**config.mk**
```make
export PLATFORM = sky130hd
export DESIGN_NAME = tx_done_fifo
export DESIGN_NICKNAME = d
export VERILOG_FILES = /design/src/rtl/tx_done_fifo.sv
export SDC_FILE = /design/constraint.sdc
export NUM_CORES = 1
export LEC_CHECK = 0
export BUFFER_PORTS_ARGS = -buffer_cell sky130_fd_sc_hd__buf_4
export CAP_MARGIN = 30
export CELL_PAD_IN_SITES_DETAIL_PLACEMENT = 2
export CELL_PAD_IN_SITES_GLOBAL_PLACEMENT = 2
export CORE_AREA = 2 2 68 70
export DETAILED_ROUTE_END_ITERATION = 8
export DIE_AREA = 0 0 70 72
export PLACE_DENSITY_LB_ADDON = 0.1
export SLEW_MARGIN = 10
export SYNTH_ARGS = -nofsm -noshare
export SYNTH_HDL_FRONTEND = slang
export SYNTH_SLANG_ARGS = --single-unit
```
**constraint.sdc**
```tcl
create_clock -name clk -period 2.31 [get_ports clk]
set_input_delay 0.462 -clock clk [delete_from_list [all_inputs] [get_ports clk]]
set_output_delay 0.462 -clock clk [all_outputs]
set_load 0.03 [all_outputs]
```
**src/rtl/tx_done_fifo.sv**
```systemverilog
module tx_done_fifo #(
  parameter int DEPTH = 4
) (
  input  logic       clk,
  input  logic       rst_n,
  input  logic       push_valid,
  input  logic       push_intr,
  input  logic       push_jabber,
  input  logic       push_underrun,
  input  logic       push_maxcoll,
  input  logic       host_wr,
  input  logic       tx_reset,
  output logic [7:0] status_byte,
  output logic       complete_evt,
  output logic       tx_locked
);
  localparam int PW = (DEPTH > 1) ? $clog2(DEPTH) : 1;
  localparam int CW = $clog2(DEPTH + 1);

  logic [4:0]    mem [DEPTH];
  logic [PW-1:0] head, tail;
  logic [CW-1:0] count;

  logic empty, full, pop, accept, drop;
  logic [4:0] head_e;

  assign empty  = (count == '0);
  assign full   = (count == CW'(DEPTH));
  assign pop    = host_wr && !empty;
  assign accept = push_valid && (!full || pop);
  assign drop   = push_valid && full && !pop;
  assign head_e = mem[head];

  function automatic logic [PW-1:0] nxt(input logic [PW-1:0] p);
    return (p == PW'(DEPTH - 1)) ? '0 : p + 1'b1;
  endfunction

  function automatic logic [PW-1:0] prv(input logic [PW-1:0] p);
    return (p == '0) ? PW'(DEPTH - 1) : p - 1'b1;
  endfunction

  always_ff @(posedge clk or negedge rst_n) begin
    if (!rst_n) begin
      head      <= '0;
      tail      <= '0;
      count     <= '0;
      tx_locked <= 1'b0;
    end else if (tx_reset) begin
      head      <= '0;
      tail      <= '0;
      count     <= '0;
      tx_locked <= 1'b0;
    end else begin
      if (pop)    head <= nxt(head);
      if (accept) tail <= nxt(tail);
      count <= count + CW'(accept) - CW'(pop);
      if (push_valid && (push_jabber || push_underrun)) tx_locked <= 1'b1;
    end
  end

  always_ff @(posedge clk) begin
    if (!tx_reset) begin
      if (accept)
        mem[tail] <= {push_intr, push_jabber, push_underrun, push_maxcoll, 1'b0};
      else if (drop)
        mem[prv(tail)][0] <= 1'b1;
    end
  end

  assign status_byte  = empty ? 8'h00 : {1'b1, head_e, 2'b00};
  assign complete_evt = !empty && (head_e != 5'b0);
endmodule

```
== Word-level counts from Yosys, hierarchy flattened ==
Memory sizes are Yosys's and may differ from the RTL's.
Index checks and enable logic that the tools add are counted.

* Flip-flop bits (word level): 8
* Memory bits (writable): 20
* Input bits: 9
* Logic and storage cells: 52
* Memories kept: 1
* Output and inout port bits: 10

{| class="wikitable"
|+ Memory list
! memory !! depth !! bits a word !! rd ports !! clocked after memory_dff !! write ports !! line !! RTL
|-
| mem || 4 || 5 || 1 || 0 || 1 || 20 || <nowiki>logic [4:0] mem [DEPTH];</nowiki>
|}

* Reductions and logical operators: 18
* Add/sub/neg operators: 5
* Multiplexer cells: 21
* Equal/unequal tests: 3

{| class="wikitable"
|+ Operator list
! operator !! count
|-
| $mux 2 || 9
|-
| $mux 1 || 9
|-
| $mux 8 || 1
|-
| $logic_and 1x1->1 || 6
|-
| $reduce_bool 2->1 || 3
|-
| $mux 5 || 1
|-
| $reduce_bool 5->1 || 1
|-
| $reduce_or 5->1 || 1
|-
| $add 2x1->2 const B || 2
|-
| $eq 2x2->1 const B || 2
|-
| $add 3x1->3 || 1
|-
| $eq 3x3->1 const B || 1
|-
| $logic_not 1->1 || 3
|-
| $logic_not 3->1 || 1
|-
| $mux 3 || 1
|-
| $sub 3x1->3 || 1
|-
| $logic_not 2->1 || 1
|-
| $logic_or 1x1->1 || 2
|-
| $sub 2x1->2 const B || 1
|}

== Logic depth before layout (Yosys ltp) ==
* Word-level depth: 11
* Depth in mapped cells: 11
* Depth with buffers taken out: 10

== Worst setup path before layout ==
OpenSTA, ideal clock, no wires.

* Path type: input -> register
* Start point: input port host_wr
* End point: register count[2]
* Slack: -0.159 ns
* Cell stages on the path: 11
* Path buffers: 1
* Arrival: 2.383 ns
* Library setup time: 0.086 ns
* Path through: or4b_1 > buf_2 > nand2_1 > ha_1 > inv_1 > ha_1 > inv_1 > fa_1 > xor2_1 > and2_1 > nor3_1

* Longest elaborated chain between the ends: 6

{| class="wikitable"
|+ Ends and longest elaborated chain
! what !! line !! RTL
|-
| start: declaration || 11 || <nowiki>input logic host_wr,</nowiki>
|-
| $logic_and 1x1->1 (*) || 29 || <nowiki>assign pop = host_wr && !empty;</nowiki>
|-
| $logic_or 1x1->1 || 30 || <nowiki>assign accept = push_valid && (!full || pop);</nowiki>
|-
| $logic_and 1x1->1 || 30 ||
|-
| $add 3x1->3 || 56 || <nowiki>count <= count + CW'(accept) - CW'(pop);</nowiki>
|-
| $sub 3x1->3 (*) || 56 ||
|-
| $mux 3 (*) || 48 || <nowiki>end else if (tx_reset) begin</nowiki>
|-
| end signal: assignment || 56 ||
|-
| end: declaration || 22 || <nowiki>logic [CW-1:0] count;</nowiki>
|}

Every way passes the cells marked *; elsewhere a longest branch is shown, timed or not.
A chain may end at the register's enable or synchronous reset.

== Worst setup path in the final report ==
* Start point: register count[1]
* End point: register count[2]

* Longest elaborated chain between the ends: 8

{| class="wikitable"
|+ Ends and longest elaborated chain
! what !! line !! RTL
|-
| $logic_not 3->1 || 27 || <nowiki>assign empty = (count == '0);</nowiki>
|-
| $logic_not 1->1 || 29 ||
|-
| $logic_and 1x1->1 || 29 ||
|-
| $logic_or 1x1->1 || 30 ||
|-
| $logic_and 1x1->1 || 30 ||
|-
| $add 3x1->3 || 56 ||
|-
| $sub 3x1->3 (*) || 56 ||
|-
| $mux 3 (*) || 48 ||
|}

Marked as above.

==> run_results.csv <==
group,metric,value,unit
setup_path,crit_start,"count[1]",
sta,totalNegativeSetupSlack,0,ns
synthesis,synth_cell_type_count,30,
flow_run,max_cap_viol_count,0,
clocking,cts_max_path_buffers,2,
sta,finalWorstPathRequiredPeriod,2.28,ns
synthesis,yosysTopAreaCellShare,42.4,%
floorplanning,initial_core_util,33.2,%
sta,finalHoldViolCount,0,
pwr,power.density_cell_area,937,nW/µm²
floorplanning,ioPinCount,19,
routing,dr.first_iter.drc_count,17,
routing,finalWirelength,3370,µm
clocking,numClockSinks,28,
sta,total_count_of_max_transition_violations_in_the_final_report,0,
pwr,switching_power,622,µW
routing,via_cell_ratio,5.02,
cells_and_area,drive_above_1_share,34.9,%
floorplanning,die_h,72,µm
sta,final.period_utilization,98.5,%
synthesis,synthCells,115,
synthesis,ys_ff_latch,28,
floorplanning,fp-row-count,24,
run_status,run_status,"complete, no violations",
setup_path,critical_path.max_fanout,2,
synthesis,synth_area_leader_cell,"sky130_fd_sc_hd__edfxtp_1",
cells_and_area,layout-area-overhead-vs-synth,27.3,%
global_route,first_pass_grt_wire_length,5750,µm
global_route,largest_net_degree_at_the_start_of_global_routing,16,
synthesis,yosysWarningCount,0,
hold_path,hold_path.class,"in -> reg",
placed_design,port-buffer-count,16,
setup_path,critPathKind,"reg -> reg",
routing,route.vias.total,993,
pwr,internal-power,1.07,mW
clocking,numCtsBuffers,3,
cells_and_area,ff_latch_area,802,µm²
pwr,switching_fraction_of_total_power,36.9,%
clocking,cts.clk_slew.worst_paths,0.09,ns
setup_path,crit_path_start_kind,"register",
cells_and_area,filler_cell_count,462,
floorplanning,design.core.area,4260,µm²
synthesis,netlist_area,1420,µm²
placed_design,place_worst_setup_slack,-0.158,ns
clocking,cts_max_level,1,
synthesis,seq_area_frac_synth,56.6,%
sta,report.final.setup_viol,0,
clocking,worstSkewPairLatency,0.27,ns
placed_design,hpwl,2630,µm
sta,unrepaired_setup_endpoints_after_global_routing,"true",
setup_path,crit_arrival,2.44,ns
global_route,initial_antenna_violation_count,0,
pwr,ir_worst_vdd,0.251,mV
setup_path,r2r_startpoint,"count[1]",
routing,antenna_violating_nets_post_route,0,
synthesis,ys_top_cells_by_area,"sky130_fd_sc_hd__edfxtp_1, sky130_fd_sc_hd__dfrtp_1, sky130_fd_sc_hd__mux4_2",
cells_and_area,area_of_the_multi_input_gates,603,µm²
pwr,seqPwrFrac,38.0,%
sta,worst_setup_slack_after_layout,0.0347,ns
synthesis,post_synth.cell_area_avg,12.3,µm²
cells_and_area,n_antenna_cell,0,
routing,drc,0,
clocking,tritoncts_clock_tree,"built",
routing,routed_wire_length_per_instance,17.0,µm
pwr,overall_power_consumption,1.69,mW
sta,worst_hold_slack,0.436,ns
setup_path,crit_path_end_kind,"register",
global_route,global_route.overflow_total,0,
placed_design,finalWeightedCongestion,0.695,
pwr,cellLeakagePower,0.704,nW
pwr,comb_power_share,46.4,%
cells_and_area,finalNetCount,162,
floorplanning,die_area,5040,µm²
cells_and_area,layout.core_utilization,42.3,%
sta,max_clock_freq,440,MHz
setup_path,critical_path_required,2.48,ns
pwr,clockPowerShare,15.7,%
global_route,via_count_of_the_first_global_routing_pass,1144,
floorplanning,die_x,70,µm
global_route,groute.usage.overall,14.6,%
clocking,cts_root_buf,"sky130_fd_sc_hd__clkbuf_8",
sta,skew,0.00732,ns
routing,initial_drt_pass_iterations,4,
hold_path,min-delay-start,"tx_reset",
==> what timing repair did <==
action                     in CTS  in global routing
gates resized for setup         2                  3
hold buffers                    1                  0
setup endpoints to repair       4                  2
pin swaps                       3                  1
setup buffers                   1                  1
hold endpoints to repair        8                  0
==> final cells by class <==
cell class	instances	share of cell area (%)
Inverter	9	2.01
Clock inverter	1	0.208
Timing Repair Buffer	33	13.9
Clock buffer	3	2.29
Multi-Input combinational cell	72	33.5
Tap cell	52	3.61
Sequential cell	28	44.5
==> power by group through the flow <==
stage                     registers (mW)  clock network [mW]  logic [mW]
after floorplan                    0.641                   0       0.472
after global placement             0.650                   0       0.719
after detailed placement           0.657                   0       0.751
after CTS                          0.647               0.274       0.769
after global routing               0.652               0.296       0.867
final                              0.641               0.264       0.783
==> cell usage in the layout (no fill, tap or decap), types with 2 or more instances in the layout <==
cell / n
sky130_fd_sc_hd__buf_4: 32
sky130_fd_sc_hd__edfxtp_1: 20
sky130_fd_sc_hd__a21oi_1: 9
sky130_fd_sc_hd__inv_1: 7
sky130_fd_sc_hd__nor2b_1: 7
sky130_fd_sc_hd__dfrtp_1: 7
sky130_fd_sc_hd__nor3_1: 5
sky130_fd_sc_hd__mux4_2: 5
sky130_fd_sc_hd__and2_1: 5
sky130_fd_sc_hd__nand2_1: 4
sky130_fd_sc_hd__o211ai_1: 4
sky130_fd_sc_hd__nor2_1: 4
sky130_fd_sc_hd__nand2b_1: 3
sky130_fd_sc_hd__or4_1: 3
sky130_fd_sc_hd__o21ai_0: 3
sky130_fd_sc_hd__ha_1: 3
sky130_fd_sc_hd__clkbuf_8: 3
sky130_fd_sc_hd__nor3_2: 2
sky130_fd_sc_hd__ha_4: 2
sky130_fd_sc_hd__conb_1: 2
==> per-layer routing <==
metal | vias to the layer above | track usage [%] | share of wire (%)
met1 | 505 | 17.7 | 43
met4 | 0 | 2.56 | 0.36
met5 | - | 0 | 0
met3 | 2 | 2.64 | 2.4
li1 | 475 | - | -
met2 | 11 | 27.7 | 54
==> path summary, 6_finish.rpt <==
kind | to | slack (ns) | cells after the start
setup / recovery | count[2] | 0.03 | 10
max in group asynchronous | head[0] | 1.62 | 2
setup reg to reg | count[2] | 0.03 | 10
hold / removal | count[1] | 0.44 | 2
hold reg to reg | tx_locked | 0.54 | 2
min in group asynchronous | count[2] | 0.54 | 2
==> stage by stage <==
step,cell area (µm²),instances
4_1_cts,1780,197
5_1_grt,1800,198
3_5_place_dp,1710,191
3_3_place_gp,1710,191
6_report,1800,198
2_1_floorplan,1460,116
==> synth_stat cells <==
master                      n
sky130_fd_sc_hd__dfrtp_1    8
sky130_fd_sc_hd__nand2b_1   3
sky130_fd_sc_hd__nor4b_1    1
sky130_fd_sc_hd__nand3_1    1
sky130_fd_sc_hd__and2_1     5
sky130_fd_sc_hd__nor2b_1    7
sky130_fd_sc_hd__buf_1      1
sky130_fd_sc_hd__ha_1       5
sky130_fd_sc_hd__xor2_1     1
sky130_fd_sc_hd__or4b_1     1
sky130_fd_sc_hd__nor3_1     7
sky130_fd_sc_hd__o211ai_1   4
sky130_fd_sc_hd__conb_1     1
sky130_fd_sc_hd__or3_1      1
sky130_fd_sc_hd__clkbuf_1   3
sky130_fd_sc_hd__buf_2      1
sky130_fd_sc_hd__nand2_1    5
sky130_fd_sc_hd__nor2_1     4
sky130_fd_sc_hd__or4_1      3
sky130_fd_sc_hd__nand4b_1   1
sky130_fd_sc_hd__a21oi_1    9
sky130_fd_sc_hd__buf_4      2
sky130_fd_sc_hd__nand4_1    1
sky130_fd_sc_hd__o31ai_1    1
sky130_fd_sc_hd__mux4_2     5
sky130_fd_sc_hd__mux2i_1    1
sky130_fd_sc_hd__edfxtp_1  20
sky130_fd_sc_hd__inv_1      9
sky130_fd_sc_hd__o21ai_0    3
sky130_fd_sc_hd__fa_1       1
==> registers in the layout, summed over array words and instances, names as in the netlist <==
| register | flops |
|---|---|
| head | 2 |
| tail | 2 |
| tx_locked | 1 |
| mem | 20 |
| count | 3 |
==> cell families after synthesis <==
group | after synthesis | synth area share [%]
buffers and inverters | 16 | 4.86
other | 1 | 0.265
AO/OA/AOI/OAI | 17 | 6.90
adder cells (fa/ha/maj) | 6 | 5.84
multiplexers | 6 | 8.67
XOR/XNOR | 1 | 0.619
AND/OR/NAND/NOR | 40 | 16.3
flip-flops | 28 | 56.6
==> worst max-delay path, stage by stage (launching register included) <==
cell and delay (ns):
sky130_fd_sc_hd__dfrtp_1 0.41, sky130_fd_sc_hd__or4b_4 0.56, sky130_fd_sc_hd__nand2_4 0.09, sky130_fd_sc_hd__ha_4 0.21
sky130_fd_sc_hd__inv_4 0.05, sky130_fd_sc_hd__ha_4 0.11, sky130_fd_sc_hd__inv_2 0.03, sky130_fd_sc_hd__fa_2 0.35
sky130_fd_sc_hd__xor2_1 0.16, sky130_fd_sc_hd__and2_1 0.16, sky130_fd_sc_hd__nor3_2 0.04
Power figures use the tool's default switching activity.
